**src/rtl/fpw_pkg.sv**
```systemverilog
package fpw_pkg;
  typedef enum logic [1:0] {
    OUT_DONE    = 2'd0,
    OUT_IGNORED = 2'd1,
    OUT_UNDEF   = 2'd2,
    OUT_HYPTRAP = 2'd3
  } outcome_e;

  typedef struct packed {
    logic loadStatus;
    logic loadExc;
  } dpStrobe_t;

  localparam int SEL_W = 4;
  localparam logic [SEL_W-1:0] SEL_ID     = 4'b0000;
  localparam logic [SEL_W-1:0] SEL_STATUS = 4'b0001;
  localparam logic [SEL_W-1:0] SEL_EXC    = 4'b1000;
endpackage

```
**src/rtl/fpw_ctrl.sv**
```systemverilog
module fpw_ctrl
  import fpw_pkg::*;
#(
  parameter int IDX_W       = 4,
  parameter int BAD_IDX     = 15,
  parameter bit RSV_UNDEF   = 1'b1
) (
  input  logic             clk,
  input  logic             rst,
  input  logic             reqValid,
  input  logic             condPass,
  input  logic [SEL_W-1:0] regSel,
  input  logic [IDX_W-1:0] srcIdx,
  input  logic [1:0]       privLevel,
  input  logic             cpAccessOk,
  input  logic             secureAccessOk,
  input  logic             hypTrap,
  input  logic             fpEnable,
  output dpStrobe_t        strobe,
  output logic [3:0]       rspOneHot
);
  localparam logic [IDX_W-1:0] BadIdxVal = IDX_W'(BAD_IDX);

  logic selId, selStatus, selExc, selReserved, idxBad, userLevel;
  outcome_e rsvOutcome;
  outcome_e outcome;

  generate
    if (RSV_UNDEF) begin : g_rsvUndef
      assign rsvOutcome = OUT_UNDEF;
    end else begin : g_rsvNop
      assign rsvOutcome = OUT_IGNORED;
    end
  endgenerate

  always_comb begin
    selId       = (regSel == SEL_ID);
    selStatus   = (regSel == SEL_STATUS);
    selExc      = (regSel == SEL_EXC);
    selReserved = !(selId || selStatus || selExc);
    idxBad      = (srcIdx == BadIdxVal);
    userLevel   = (privLevel == 2'd0);
  end

  // Priority chain: condition, operand, selector, privilege, trap, enable
  always_comb begin
    if (!condPass)                        outcome = OUT_IGNORED;
    else if (idxBad)                      outcome = OUT_UNDEF;
    else if (selReserved)                 outcome = rsvOutcome;
    else if (!selStatus && userLevel)     outcome = OUT_UNDEF;
    else if (hypTrap)                     outcome = OUT_HYPTRAP;
    else if (!cpAccessOk || !secureAccessOk) outcome = OUT_UNDEF;
    else if (selStatus && !fpEnable)      outcome = OUT_UNDEF;
    else if (selId)                       outcome = OUT_IGNORED;
    else                                  outcome = OUT_DONE;
  end

  always_comb begin
    strobe.loadStatus = reqValid && (outcome == OUT_DONE) && selStatus;
    strobe.loadExc    = reqValid && (outcome == OUT_DONE) && selExc;
  end

  always_ff @(posedge clk) begin
    if (rst) begin
      rspOneHot <= '0;
    end else if (reqValid) begin
      rspOneHot <= 4'(1) << outcome;
    end else begin
      rspOneHot <= '0;
    end
  end
endmodule

```
**src/rtl/fpw_dp.sv**
```systemverilog
module fpw_dp
  import fpw_pkg::*;
#(
  parameter int DATA_W     = 32,
  parameter int ENABLE_BIT = 30
) (
  input  logic              clk,
  input  logic              rst,
  input  dpStrobe_t         strobe,
  input  logic [DATA_W-1:0] srcData,
  output logic [DATA_W-1:0] statusReg,
  output logic [DATA_W-1:0] excReg,
  output logic              fpEnable
);
  always_ff @(posedge clk) begin
    if (rst) begin
      statusReg <= '0;
      excReg    <= '0;
    end else begin
      if (strobe.loadStatus) statusReg <= srcData;
      if (strobe.loadExc)    excReg    <= srcData;
    end
  end

  assign fpEnable = excReg[ENABLE_BIT];
endmodule

```
**src/rtl/fpw_sysreg_write.sv**
```systemverilog
module fpw_sysreg_write
  import fpw_pkg::*;
#(
  parameter int DATA_W     = 32,
  parameter int IDX_W      = 4,
  parameter int BAD_IDX    = 15,
  parameter int ENABLE_BIT = 30,
  parameter bit RSV_UNDEF  = 1'b1
) (
  input  logic              clk,
  input  logic              rst,
  input  logic              reqValid,
  input  logic              condPass,
  input  logic [3:0]        regSel,
  input  logic [IDX_W-1:0]  srcIdx,
  input  logic [DATA_W-1:0] srcData,
  input  logic [1:0]        privLevel,
  input  logic              cpAccessOk,
  input  logic              secureAccessOk,
  input  logic              hypTrap,
  output logic              rspDone,
  output logic              rspIgnored,
  output logic              rspUndef,
  output logic              rspHypTrap,
  output logic [DATA_W-1:0] statusReg,
  output logic [DATA_W-1:0] excReg
);
  dpStrobe_t  strobe;
  logic       fpEnable;
  logic [3:0] rspOneHot;

  fpw_ctrl #(
    .IDX_W(IDX_W), .BAD_IDX(BAD_IDX), .RSV_UNDEF(RSV_UNDEF)
  ) u_ctrl (
    .clk(clk), .rst(rst), .reqValid(reqValid), .condPass(condPass),
    .regSel(regSel), .srcIdx(srcIdx), .privLevel(privLevel),
    .cpAccessOk(cpAccessOk), .secureAccessOk(secureAccessOk),
    .hypTrap(hypTrap), .fpEnable(fpEnable), .strobe(strobe),
    .rspOneHot(rspOneHot)
  );

  fpw_dp #(
    .DATA_W(DATA_W), .ENABLE_BIT(ENABLE_BIT)
  ) u_dp (
    .clk(clk), .rst(rst), .strobe(strobe), .srcData(srcData),
    .statusReg(statusReg), .excReg(excReg), .fpEnable(fpEnable)
  );

  assign rspDone    = rspOneHot[OUT_DONE];
  assign rspIgnored = rspOneHot[OUT_IGNORED];
  assign rspUndef   = rspOneHot[OUT_UNDEF];
  assign rspHypTrap = rspOneHot[OUT_HYPTRAP];
endmodule

```
**config.mk**
```make
export PLATFORM = sky130hd
export DESIGN_NAME = fpw_sysreg_write
export DESIGN_NICKNAME = d
export VERILOG_FILES = /design/src/rtl/fpw_pkg.sv /design/src/rtl/fpw_ctrl.sv /design/src/rtl/fpw_dp.sv /design/src/rtl/fpw_sysreg_write.sv
export SDC_FILE = /design/constraint.sdc
export NUM_CORES = 1
export LEC_CHECK = 0
export BUFFER_PORTS_ARGS = -buffer_cell sky130_fd_sc_hd__buf_2
export CAP_MARGIN = 40
export CELL_PAD_IN_SITES_DETAIL_PLACEMENT = 1
export CELL_PAD_IN_SITES_GLOBAL_PLACEMENT = 1
export CORE_MARGIN = 10
export CORE_UTILIZATION = 30
export DETAILED_ROUTE_END_ITERATION = 8
export PLACE_DENSITY_LB_ADDON = 0.08
export SETUP_SLACK_MARGIN = 0.15
export SYNTH_ARGS = -nofsm -noshare
export SYNTH_HDL_FRONTEND = slang
export SYNTH_SLANG_ARGS = --single-unit
```
**constraint.sdc**
```tcl
create_clock -name clk -period 1.3 [get_ports clk]
set_input_delay 0.26 -clock clk [delete_from_list [all_inputs] [get_ports clk]]
set_output_delay 0.26 -clock clk [all_outputs]
set_load 0.01 [all_outputs]
```
# Yosys cells after proc, flatten, opt, wreduce, memory -nomap -nowiden
# Cells that the tools add are included.
# totals
output_inout_bits,68
register_bits,68
# classes
eq_ne,3
muxes,8
n_bitwise,1
n_reduce_logical,16
shifts,1
# ops
op,n
$mux W2,7
$eq A4 B4 Y1 const B,2
$logic_and A1 B1 Y1,5
$eq A4 B1 Y1 const B,1
$logic_not A1 Y1,4
$logic_not A2 Y1,2
$logic_not A4 Y1,1
$shl A1 B2 Y4 const A,1
$logic_or A1 B1 Y1,3
$reduce_or A2 Y1,1
$mux W1,1
$not A1 Y1,1

# Depth between registers and ports, before layout
# logic_depth
depth_word,12
mapped_depth,7
mapped_depth_nobuf,4

# Hierarchy
# A second synthesis with hierarchy kept.
# unflattened
cells_unflattened,234
hier_area_um2,2586.2
# modules_own_cells
mod,area_each_um2,cells_each,seq_area_each_um2,instances
fpw_dp,2347.3,208,1281.2,1
fpw_ctrl,239.0,26,80.1,1

# Least setup slack after synthesis
# Ideal clock, no wire load.
# synth_timing
path_kind,input-to-reg
start,input port hypTrap
end,register u_dp.excReg[10]
setup_time_ns,0.132
slack_ns,-0.015
arrival_ns,1.183
stages,6
cell_sequence,and3b_1 -> buf_2 -> nand4_2 -> clkbuf_1 -> o21ai_0 -> a21oi_1
# synth_between
elab_chain_cells,8
# synth_lines
item,line_no,source
from (decl),fpw_sysreg_write.sv:20,"input logic hypTrap,"
$mux W2,fpw_ctrl.sv:51,else if (hypTrap) outcome = OUT_HYPTRAP;
$mux W2,fpw_ctrl.sv:50,else if (!selStatus && userLevel) outcome = OUT_UNDEF;
$mux W2,fpw_ctrl.sv:49,else if (selReserved) outcome = rsvOutcome;
$mux W2,fpw_ctrl.sv:48,else if (idxBad) outcome = OUT_UNDEF;
$mux W2,fpw_ctrl.sv:47,if (!condPass) outcome = OUT_IGNORED;
$logic_not A2 Y1,fpw_ctrl.sv:60,strobe.loadExc = reqValid && (outcome == OUT_DONE) && selExc;
$logic_and A1 B1 Y1 (2 in a row),fpw_ctrl.sv:60,
to (signal assigned),fpw_dp.sv:21,if (strobe.loadExc) excReg <= srcData;
to (decl),fpw_dp.sv:12,"output logic [DATA_W-1:0] excReg,"
# Every way passes these cells.
# A chain may end at the register's enable or synchronous reset.

# Final worst setup path
# layout_timing
start,input port hypTrap
end,register u_dp.excReg[14]
# Same word-level chain as after synthesis.

==> run metrics <==
status finished clean; Initial DRT Pass Iterations 4; most frequent CP cell buf_6; worst-margin pin slew 325 ps; Max clock buf depth 2; fraction of layout cells with a size suffix above 1 0.430; Tmin final 1240 ps; CP max-delay cell and4_4; peak fanout along the critical path 16; Boundary Pins 117; worst hold endpoint u_dp.statusReg[20]; Worst R2R End u_ctrl.rspOneHot[3]; hold wc startpoint srcData[20]; Layout area overhead 49.4%; Initial Util 0.310; CTS root buf clkbuf_8; most frequent cell after synthesis dfxtp_1; wire per inst 19.7 um; core region area 0.00876 mm^2; hold crit path type primary input to flop; kind of critical path primary input to flop; Hold Slack 183 ps; post-detail-place hpwl 6910 um; Die ar. 0.0132 mm^2; pwr/cell area 981 mW/mm^2; Netlist cell types 24; # clock sinks 68; RSZ-0062 raised after global routing true; Seq/Total Area, Yosys 0.502; DP Cell Count 534; Fmax 0.804 GHz; Max IR drop VDD 0.492 mV; antenna cells 0; Worst path max stage delay 350 ps; hold depth 3; htree depth 3; R2R Setup Slk 120 ps; Setup crit start kind primary input; cell taking the most area after synthesis dfxtp_1; Area after DPL 0.00356 mm^2; largest net degree at the start of global routing 66; nets 497; WP data required 1570 ps; drt initial violations 98; DR vias 2937; synth top area cells dfxtp_1 50%, a21oi_1 12%, nand3_1 12%; hold buffers post-CTS 0; Remaining DRCs 0; GRT Overall Usage 0.149; Post-synth top flop dfxtp_1; RePlAce Congestion 0.717; commonest cells in the synthesized netlist 68 x dfxtp_1, 65 x a21oi_1, 65 x nand3_1, 65 x o21ai_0, 21 x clkbuf_1; synthesized net count 372; Worst-Skew Late Latency 330 ps; number of flops mapped to enable cells by yosys 0; die span in y 115 um; Max Cap Viol 0; Critical Path Sink Type flop; crit-path cells buf_6 > and3b_2 > buf_6 > and4_4 > clkbuf_16 > nand3_1 > a21oi_1; clk slew on worst S/H paths 80 ps; Synth Cell Area 0.00271 mm^2; Post-Synthesis Cells 323; clock skew 6.26 ps; initial antenna violation count 0; fin crit share 0.956; r2r startpoint u_dp.excReg[30]; grt ovf 0; FF+latch count, synth 68; first-pass GRT wire length 16200 um; vias in the first global route 3111; Rel. slew slack 0.783; CTS buffer count 9; TritonCTS clock tree done; Slew Viols, Final 0; DRT Wirelength 11100 um; Horiz. Die Dim 115 um; Synth top area share 0.502; Leak 1.66 nW; Finish-stage setup viols 0; crit path DAT 1510 ps; asr flop ratio synth 0; design area 0.00405 mm^2; Mapped Avg Cell Area 8.40 um^2; Routed Antenna Nets 0; vias per inst 5.24; num rows 34; Non-Filler Instances 561; Port Buffer Count 116; synth warn 0; endpoints failing hold 0; Worst Reg2Reg Path Length in Cells 4
-- through the flow --
step | power, mW | util | setup TNS [ps] | setup slack, ps
3_5_place_dp | 2.40 | 0.407 | -13040 | -241
2_1_floorplan | 2.23 | - | 0 | 15.0
6_report | 3.98 | 0.463 | 0 | 56.7
5_1_grt | 4.16 | 0.463 | 0 | 27.7
4_1_cts | 4.01 | 0.431 | 0 | 86.2
3_3_place_gp | 2.40 | 0.407 | -10490 | -204
-- area by class of cell --
class,count,area [um^2]
clock buffers,10,138
clock inverters,6,38.8
fillers,1050,4710
multi-input cells,219,1280
flip-flops and latches,68,1360
well taps,108,135
repair buffers,150,1100
-- cells in the final DEF, fill, tap and decap left out, types with 3 or more instances in the layout --
master       n
clkbuf_16    7
buf_2      114
nand3_1     49
a21oi_1     63
o21ai_1     25
buf_4       13
nand2_1      3
buf_6        7
nand3b_1     3
clkinv_2     3
and3b_2      3
dfxtp_1     67
clkbuf_8    10
buf_12       9
o21ai_0     39
nand3_2     15
-- timing repair --
action,in CTS,in global routing
buffers inserted,2,1
hold endpoints to repair,0,0
pin swaps,4,7
cloned,0,8
setup endpoints to repair,38,68
gates resized for setup,8,41
-- registers in the layout, indices dropped and copies added, names as in the netlist --
name,flops
u_ctrl.rspOneHot,4
u_dp.excReg,32
u_dp.statusReg,32
-- power breakdown --
part | switching, mW | total (mW) | internal, mW
clock | 0.865 | 1.61 | 0.742
combinational | 0.162 | 0.287 | 0.125
sequential | 0.000848 | 2.08 | 2.08
total | 1.03 | 3.98 | 2.95
-- worst max-delay path by stage --
stage / from / endpoint / slack [ps] / depth (start not counted)
floorplan: hypTrap / u_dp.statusReg[16] / 10 / 7
global placement: hypTrap / u_dp.statusReg[6] / -200 / 6
detailed placement: hypTrap / u_dp.statusReg[0] / -240 / 6
CTS: u_dp.excReg[30] / u_ctrl.rspOneHot[3] / 90 / 4
global route: hypTrap / u_dp.excReg[1] / 30 / 7
finish: hypTrap / u_dp.excReg[14] / 60 / 7
-- kinds of logic after synthesis --
logic type             synth area share
buffers and inverters            0.0738
AO/OA/AOI/OAI                     0.255
AND/OR/NAND/NOR                   0.170
flip-flops                        0.502
-- layer usage --
layer  vias up  wire length (um)  global-route usage
met4         0                89              0.0413
met2        75              5520               0.253
li1       1416                 -                   -
met3         8               758              0.0516
met5         -                 0                   0
met1      1438              4690               0.175
-- critical path, delay by kind of cell --
kind            cells  cell delay, ps
compound gates      1             130
buf+inv             3             430
simple gates        3             700
Power figures use the tool's default switching activity.
